**config.mk**
```make
export PLATFORM = sky130hd
export DESIGN_NAME = scr_unit
export DESIGN_NICKNAME = d
export VERILOG_FILES = /design/src/rtl/scr_pkg.sv /design/src/rtl/scr_counter.sv /design/src/rtl/scr_match.sv /design/src/rtl/scr_irq.sv /design/src/rtl/scr_unit.sv
export SDC_FILE = /design/constraint.sdc
export NUM_CORES = 1
export LEC_CHECK = 0
export ABC_AREA = 1
export BUFFER_PORTS_ARGS = -buffer_cell sky130_fd_sc_hd__buf_2
export CAP_MARGIN = 15
export CORE_MARGIN = 3
export CORE_UTILIZATION = 63
export CTS_CLUSTER_SIZE = 16
export DETAILED_ROUTE_END_ITERATION = 10
export PLACE_DENSITY = 0.81
export RECOVER_POWER = 50
export REMOVE_ABC_BUFFERS = 1
export SYNTH_ARGS = -nofsm -noshare
export SYNTH_HDL_FRONTEND = slang
export SYNTH_HIERARCHICAL = 1
export SYNTH_SLANG_ARGS = --single-unit
```
**constraint.sdc**
```tcl
create_clock -name clk -period 2.4 [get_ports clk]
set_input_delay 0.48 -clock clk [delete_from_list [all_inputs] [get_ports clk]]
set_output_delay 0.48 -clock clk [all_outputs]
set_load 0.03 [all_outputs]
```
**src/rtl/scr_pkg.sv**
```systemverilog
`timescale 1ns/1ps
package scr_pkg;

    typedef enum logic [1:0] {
        MODE_NONE = 2'd0,
        MODE_CMP  = 2'd1,
        MODE_CAP  = 2'd2,
        MODE_RSV  = 2'd3
    } scr_mode_e;

    typedef enum logic [1:0] {
        EV_PICTURE = 2'd0,
        EV_AUDSYNC = 2'd1,
        EV_VDTS    = 2'd2,
        EV_DIVCLK  = 2'd3
    } ev_sel_e;

    // bit6 aud_en, bit5 vid_en, bits4:3 evsel, bits2:1 mode, bit0 pause
    typedef struct packed {
        logic      aud_en;
        logic      vid_en;
        ev_sel_e   evsel;
        scr_mode_e mode;
        logic      pause;
    } scr_ctrl_t;

    localparam int IRQ_OVF = 0;
    localparam int IRQ_CMP = 1;
    localparam int N_IRQ   = 2;
    localparam int N_MATCH = 2;   // index 0 video, 1 audio

    typedef enum logic {
        CNT_RUN  = 1'b0,
        CNT_HALT = 1'b1
    } cnt_state_e;

    typedef enum logic {
        MT_ARMED = 1'b0,
        MT_SPENT = 1'b1
    } mt_state_e;

endpackage

```
**src/rtl/scr_counter.sv**
```systemverilog
`timescale 1ns/1ps
module scr_counter
    import scr_pkg::*;
#(
    parameter int CNT_W = 32,
    parameter int NB    = CNT_W / 8
) (
    input  logic             clk,
    input  logic             rst_n,
    input  logic             tick,
    input  logic             pause,
    input  logic [NB-1:0]    hold_we,
    input  logic [7:0]       wbyte,
    input  logic             snap,
    output logic [CNT_W-1:0] count,
    output logic [CNT_W-1:0] hold,
    output logic             chg,
    output logic             wrap
);

    cnt_state_e       st_q, st_d;
    logic [CNT_W-1:0] count_q;
    logic [CNT_W-1:0] hold_q;
    logic             inc;
    logic             load;

    // state register
    always_ff @(posedge clk) begin
        if (!rst_n) st_q <= CNT_RUN;
        else        st_q <= st_d;
    end

    // next state
    always_comb begin
        st_d = st_q;
        unique case (st_q)
            CNT_RUN:  if (pause)  st_d = CNT_HALT;
            CNT_HALT: if (!pause) st_d = CNT_RUN;
            default:  st_d = CNT_RUN;
        endcase
    end

    // outputs of the control machine
    always_comb begin
        inc  = 1'b0;
        load = 1'b0;
        unique case (st_q)
            CNT_RUN:  inc  = tick && !pause;
            CNT_HALT: load = !pause;
            default:  ;
        endcase
    end

    assign wrap = inc && (&count_q);
    assign chg  = inc || load;

    always_ff @(posedge clk) begin
        if (!rst_n)    count_q <= '0;
        else if (load) count_q <= hold_q;
        else if (inc)  count_q <= count_q + CNT_W'(1);
    end

    // holding bytes: host staging and read snapshot
    for (genvar b = 0; b < NB; b++) begin : g_hold
        if (b == 0) begin : g_low
            always_ff @(posedge clk) begin
                if (!rst_n)          hold_q[7:0] <= '0;
                else if (hold_we[0]) hold_q[7:0] <= wbyte;
            end
        end else begin : g_up
            always_ff @(posedge clk) begin
                if (!rst_n)          hold_q[b*8 +: 8] <= '0;
                else if (hold_we[b]) hold_q[b*8 +: 8] <= wbyte;
                else if (snap)       hold_q[b*8 +: 8] <= count_q[b*8 +: 8];
            end
        end
    end

    assign count = count_q;
    assign hold  = hold_q;

    AST_PAUSE_FREEZE: assert property (@(posedge clk) disable iff (!rst_n)
        pause |=> $stable(count_q));
    AST_LOAD_TAKES_HOLD: assert property (@(posedge clk) disable iff (!rst_n)
        load |=> (count_q == $past(hold_q)));
    AST_SNAP_UPPER: assert property (@(posedge clk) disable iff (!rst_n)
        (snap && !(|hold_we)) |=> (hold_q[CNT_W-1:8] == $past(count_q[CNT_W-1:8])));
    AST_WRAP_TO_ZERO: assert property (@(posedge clk) disable iff (!rst_n)
        wrap |=> (count_q == '0));

endmodule

```
**src/rtl/scr_match.sv**
```systemverilog
`timescale 1ns/1ps
module scr_match
    import scr_pkg::*;
#(
    parameter int CNT_W = 32
) (
    input  logic             clk,
    input  logic             rst_n,
    input  logic             en,
    input  logic [CNT_W-1:0] count,
    input  logic [CNT_W-1:0] target,
    input  logic             chg,
    output logic             hit,
    output logic             fire
);

    mt_state_e st_q, st_d;
    logic      fire_q;

    always_ff @(posedge clk) begin
        if (!rst_n) st_q <= MT_ARMED;
        else        st_d_reg_update: st_q <= st_d;
    end

    // any counter update re-arms; a match on a standing value spends it
    always_comb begin
        st_d = st_q;
        unique case (st_q)
            MT_ARMED: if (hit && !chg) st_d = MT_SPENT;
            MT_SPENT: if (chg)         st_d = MT_ARMED;
            default:  st_d = MT_ARMED;
        endcase
    end

    always_comb begin
        hit = 1'b0;
        unique case (st_q)
            MT_ARMED: hit = en && (count == target);
            MT_SPENT: hit = 1'b0;
            default:  hit = 1'b0;
        endcase
    end

    always_ff @(posedge clk) begin
        if (!rst_n) fire_q <= 1'b0;
        else        fire_q <= hit;
    end

    assign fire = fire_q;

    AST_FIRE_ON_MATCH: assert property (@(posedge clk) disable iff (!rst_n)
        fire_q |-> $past(en && (count == target)));
    AST_ONE_SHOT: assert property (@(posedge clk) disable iff (!rst_n)
        (hit && !chg) |=> !hit);

endmodule

```
**src/rtl/scr_irq.sv**
```systemverilog
`timescale 1ns/1ps
module scr_irq #(
    parameter int N = 2
) (
    input  logic         clk,
    input  logic         rst_n,
    input  logic [N-1:0] set,
    input  logic [N-1:0] clr,
    input  logic         mask_we,
    input  logic [N-1:0] mask_d,
    output logic [N-1:0] status,
    output logic [N-1:0] mask,
    output logic         irq_n
);

    logic [N-1:0] stat_q;
    logic [N-1:0] mask_q;

    always_ff @(posedge clk) begin
        if (!rst_n) stat_q <= '0;
        else        stat_q <= (stat_q & ~clr) | set;
    end

    always_ff @(posedge clk) begin
        if (!rst_n)       mask_q <= '0;
        else if (mask_we) mask_q <= mask_d;
    end

    assign irq_n  = ~|(stat_q & ~mask_q);
    assign status = stat_q;
    assign mask   = mask_q;

    for (genvar i = 0; i < N; i++) begin : g_chk
        AST_IRQ_STICKY: assert property (@(posedge clk) disable iff (!rst_n)
            (stat_q[i] && !clr[i]) |=> stat_q[i]);
        AST_IRQ_SET_WINS: assert property (@(posedge clk) disable iff (!rst_n)
            set[i] |=> stat_q[i]);
    end

endmodule

```
**src/rtl/scr_unit.sv**
```systemverilog
`timescale 1ns/1ps
module scr_unit
    import scr_pkg::*;
#(
    parameter int CNT_W  = 32,
    parameter int ADDR_W = $clog2(CNT_W / 2)
) (
    input  logic              clk,
    input  logic              rst_n,
    input  logic              host_wr,
    input  logic              host_rd,
    input  logic [ADDR_W-1:0] host_addr,
    input  logic [7:0]        host_wdata,
    output logic [7:0]        host_rdata,
    input  logic              cnt_tick,
    input  logic              ev_picture,
    input  logic              ev_audsync,
    input  logic              ev_vdts,
    input  logic              ev_divclk,
    output logic              irq_n,
    output logic              aud_start,
    output logic              vid_start
);

    localparam int NB       = CNT_W / 8;
    localparam int A_CTRL   = 0;
    localparam int A_STAT   = 1;
    localparam int A_MASK   = 2;
    localparam int VAL_BASE = NB;
    localparam int CMP_BASE = 2 * NB;
    localparam int AUD_BASE = 3 * NB;

    int               addr_i;
    logic             wr_ctrl, wr_stat, wr_mask, snap;
    logic [NB-1:0]    val_we, cmp_we, aud_we;
    scr_ctrl_t        ctrl_q;
    logic [CNT_W-1:0] cmp_q, aud_q;
    logic [CNT_W-1:0] count, hold;
    logic             chg, wrap;
    logic [3:0]       ev_vec;
    logic             cap_hit, cmp_en;
    logic [N_MATCH-1:0]            m_hit, m_fire;
    logic [N_MATCH-1:0][CNT_W-1:0] m_tgt;
    logic [N_IRQ-1:0] irq_set, irq_clr, irq_stat, irq_mask;

    // address decode
    assign addr_i  = int'(host_addr);
    assign wr_ctrl = host_wr && (addr_i == A_CTRL);
    assign wr_stat = host_wr && (addr_i == A_STAT);
    assign wr_mask = host_wr && (addr_i == A_MASK);
    assign snap    = host_rd && !host_wr && (addr_i == VAL_BASE);

    for (genvar b = 0; b < NB; b++) begin : g_dec
        assign val_we[b] = host_wr && (addr_i == VAL_BASE + b);
        assign cmp_we[b] = host_wr && (addr_i == CMP_BASE + b);
        assign aud_we[b] = host_wr && (addr_i == AUD_BASE + b);
    end

    always_ff @(posedge clk) begin
        if (!rst_n)       ctrl_q <= '0;
        else if (wr_ctrl) ctrl_q <= scr_ctrl_t'(host_wdata[6:0]);
    end

    // event selection and capture
    assign ev_vec  = {ev_divclk, ev_vdts, ev_audsync, ev_picture};
    assign cap_hit = (ctrl_q.mode == MODE_CAP) && ev_vec[ctrl_q.evsel];
    assign cmp_en  = (ctrl_q.mode == MODE_CMP);

    for (genvar b = 0; b < NB; b++) begin : g_tgt
        always_ff @(posedge clk) begin
            if (!rst_n)         cmp_q[b*8 +: 8] <= '0;
            else if (cap_hit)   cmp_q[b*8 +: 8] <= count[b*8 +: 8];
            else if (cmp_we[b]) cmp_q[b*8 +: 8] <= host_wdata;
        end
        always_ff @(posedge clk) begin
            if (!rst_n)         aud_q[b*8 +: 8] <= '0;
            else if (aud_we[b]) aud_q[b*8 +: 8] <= host_wdata;
        end
    end

    scr_counter #(.CNT_W(CNT_W), .NB(NB)) u_cnt (
        .clk     (clk),
        .rst_n   (rst_n),
        .tick    (cnt_tick),
        .pause   (ctrl_q.pause),
        .hold_we (val_we),
        .wbyte   (host_wdata),
        .snap    (snap),
        .count   (count),
        .hold    (hold),
        .chg     (chg),
        .wrap    (wrap)
    );

    assign m_tgt[0] = cmp_q;
    assign m_tgt[1] = aud_q;

    for (genvar g = 0; g < N_MATCH; g++) begin : g_match
        scr_match #(.CNT_W(CNT_W)) u_match (
            .clk    (clk),
            .rst_n  (rst_n),
            .en     (cmp_en),
            .count  (count),
            .target (m_tgt[g]),
            .chg    (chg),
            .hit    (m_hit[g]),
            .fire   (m_fire[g])
        );
    end

    assign vid_start = m_fire[0] && ctrl_q.vid_en;
    assign aud_start = m_fire[1] && ctrl_q.aud_en;

    assign irq_set[IRQ_OVF] = wrap;
    assign irq_set[IRQ_CMP] = |m_hit;
    assign irq_clr          = wr_stat ? host_wdata[N_IRQ-1:0] : '0;

    scr_irq #(.N(N_IRQ)) u_irq (
        .clk     (clk),
        .rst_n   (rst_n),
        .set     (irq_set),
        .clr     (irq_clr),
        .mask_we (wr_mask),
        .mask_d  (host_wdata[N_IRQ-1:0]),
        .status  (irq_stat),
        .mask    (irq_mask),
        .irq_n   (irq_n)
    );

    // read mux
    always_comb begin
        host_rdata = '0;
        if (addr_i == A_CTRL) host_rdata = 8'(ctrl_q);
        if (addr_i == A_STAT) host_rdata = 8'(irq_stat);
        if (addr_i == A_MASK) host_rdata = 8'(irq_mask);
        for (int b = 0; b < NB; b++) begin
            if (addr_i == VAL_BASE + b) host_rdata = (b == 0) ? count[7:0] : hold[b*8 +: 8];
            if (addr_i == CMP_BASE + b) host_rdata = cmp_q[b*8 +: 8];
            if (addr_i == AUD_BASE + b) host_rdata = aud_q[b*8 +: 8];
        end
    end

    AST_CAPTURE_COPY: assert property (@(posedge clk) disable iff (!rst_n)
        cap_hit |=> (cmp_q == $past(count)));
    AST_QUIET_MODES: assert property (@(posedge clk) disable iff (!rst_n)
        (ctrl_q.mode != MODE_CMP) |-> !(|m_hit));
    AST_CAPTURE_ONLY_IN_MODE: assert property (@(posedge clk) disable iff (!rst_n)
        ((ctrl_q.mode != MODE_CAP) && !(|cmp_we)) |=> $stable(cmp_q));

endmodule

```
==> qor.yml <==
outcome: "complete, but fails checks"
violations: "setup timing"
path_depth: 12
tritoncts.num_buffers: 17
min_period_ps: 2420
min_path_cells: 2
crit_top_cell: "nand4_1"
postLayoutSetupSlackWorst_ps: -21.5
worstRegToRegCells: 6
tritoncts: "yes"
post-route-drc-count: 0
drv_slew: 0
ys_seq_area_frac: 0.305
path_cells: "buf_6, nor2_2, buf_4, nand3_1, nand3_1, nor2_1, nand4_1, nand2_1, nand4_1, nor2_1, nand4_1, buf_6"
met2_usage: 0.641
cts.sinks: 144
placed_area_um2: 10200
r2r-start: "ctrl_q[0]"
path_class: "primary input to output pin"
powerDensity_nw_per_um2: 544
rsz0062_at_grt: "true"
holdPathEnd: "g_match[0].u_match/st_q"
cap_violations: 0
synth_ff_type: "dfxtp_1"
finalCritPeriodShare: 1.01
netlist.area_leader.share: 0.305
ff2ff_setup_slack_ps: 400
ys_ff_latch: 144
top_usage_layer: "met2"
setup_viol: 2
antenna_found_initial: 1
io_pins: 32
use_met1: 0.549
cts.clk_slew.worst_paths_ps: 60
vias_per_cell: 6.04
syn_inst: 1568
overflow: 0
vdd_drop_max_uv: 436
die_h_um: 129
drtAntennaViolNets: 0
cp-start-kind: "primary input"
synth_cell_type_count: 43
synth_area_leaders: "dfxtp_1 30%, nand2_1 18%, inv_1 9.7%"
slowest_delay_ps: 170
synth_area_um2: 9460
routed_wl_mm: 36.1
portBuffers: 31
max_freq_mhz: 413
core_area_um2: 14600
dpl.hpwl_mm: 26.2
synth_common_cells: "445 x nand2_1, 244 x inv_1, 195 x nor2_1"
clockBufferDepth: 2
endpoint_kind: "output pin"
postLayoutCoreUtil: 0.749
avgSynthCellArea_um2: 6.03
netlist.top_cell.by_area: "dfxtp_1"
ys_warn_count: 6
dr.pass1.iters: 6
grt_use_total: 0.427
critPathTopFamily: "simple AND/OR/NAND/NOR gates"
drive_gt1_frac: 0.135
skew_ps: 8.08
rows: 44
fp.dieW_um: 129
yosysMostFrequentCell: "nand2_1"
cp.required_ps: 1920
r2r-end: "u_cnt/count[13]"
diodes: 0
drtIter0Drc: 1516
cp_slowest_cell: "buf_6"
hold_start: "g_match[0].u_match/st_q"
hold_class: "register to register"
routedWlPerCell_um: 19.6
dieArea_um2: 16500
synth_edf_count: 0
path_buf_inv: 3
grt_pass1_wl_mm: 53.4
clk_latency_ps: 440
crit_arrival_ps: 1940
place.gp.congestion: 1.09
initial_utilization: 0.648
first_global_vias: 9789
slew_headroom: 0.371
synth_async_sr_flop_share: 0
met3_usage: 0.100
h-tree-depth: 4
vias: 11105
syn2layout_area_growth_pct: 15.5
p_leak_nw: 4.87
post-place-ws_ps: -16.2
ctsHoldBuffers: 0
cts_root_buf: "clkbuf_16"
hold_violations: 0
worst_pin_slew_ps: 942
fin_area_um2: 10900
grt_max_degree: 51
path_max_fanout: 7
fin_nets: 1665
==> worst max-delay path by stage <==
stage	startpoint	endpoint
floorplan	host_addr[0]	u_cnt/hold[24]
global placement	host_addr[1]	host_rdata[6]
detailed placement	host_addr[1]	host_rdata[3]
CTS	host_addr[3]	host_rdata[3]
global route	host_addr[3]	host_rdata[1]
finish	host_addr[3]	host_rdata[0]
==> timing repair <==
action                                  in CTS  in global routing
setup buffers                                0                  4
resized for setup                            3                 66
pin swaps                                    1                 25
endpoints found under the setup margin       3                  8
==> layout make-up <==
| cell class | count | area (um2) |
|---|---|---|
| Inverter | 259 | 980 |
| Multi-Input combinational cell | 1125 | 5490 |
| Sequential cell | 144 | 2900 |
| Fill cell | 1246 | 3660 |
| Tap cell | 184 | 230 |
| Clock inverter | 11 | 153 |
| Clock buffer | 21 | 470 |
| Timing Repair Buffer | 96 | 712 |
==> worst min-delay path: cells and delay by family, from the launching register on <==
kind | cells | cell delay (ps)
flops | 1 | 300
buf+inv | 1 | 70
compound gates | 1 | 60
==> routing by layer <==
| metal | wire length, um | vias to the layer above |
|---|---|---|
| met5 | 13 | - |
| met4 | 2960 | 2 |
| met3 | 4850 | 200 |
| met2 | 15100 | 820 |
| met1 | 13200 | 4935 |
| li1 | - | 5148 |
==> registers in the layout, summed over array words and instances, names as in the netlist <==
register and flops:
u_cnt/hold 32, cmp_q 32, ctrl_q 7, u_irq/mask 2, g_match.u_match/fire 2, aud_q 32, u_cnt/st_q 1, u_cnt/count 32
g_match.u_match/st_q 2, u_irq/status 2
==> metrics by stage <==
stage / instances / TNS [ps] / hold WS [ps] / total power [mW]
2_1_floorplan: 1528 / 0 / 444 / 2.85
3_3_place_gp: 1808 / 0 / 458 / 3.11
3_5_place_dp: 1808 / -16.2 / 465 / 3.12
4_1_cts: 1840 / -12.9 / 449 / 5.89
5_1_grt: 1840 / -84.5 / 485 / 6.10
6_report: 1840 / -33.0 / 475 / 5.95
==> where the power goes <==
group	switching, mW	internal [mW]	total [mW]	leakage [nW]
registers	0.0555	2.44	2.49	1.17
logic	0.439	0.192	0.630	3.40
clock network	1.10	1.73	2.83	0.308
==> logic make-up (layout without fill, tap and decap cells) <==
group	Yosys count	after routing	synth area share
simple gates	839	839	0.385
compound gates	258	258	0.161
flops	144	144	0.305
xor+xnor	27	27	0.0258
buf+inv	299	387	0.122
fa+ha+maj	1	1	0.00132
==> placed cells by master (no fill, tap or decap), drive strengths merged <==
cell / n
a31oi: 39
xor2: 11
or2: 10
o221ai: 25
nor4: 2
nand3: 78
xnor2: 16
a21oi: 57
clkinv: 9
nand2: 462
o211ai: 3
ha: 1
nand2b: 19
nor3: 12
o22ai: 9
inv: 258
clkbuf: 27
buf: 90
nand3b: 2
bufinv: 3
o21bai: 3
o21ai: 104
nor2: 226
a22oi: 18
nand4: 28
dfxtp: 144
No activity file was read; power rests on OpenSTA's default activity.
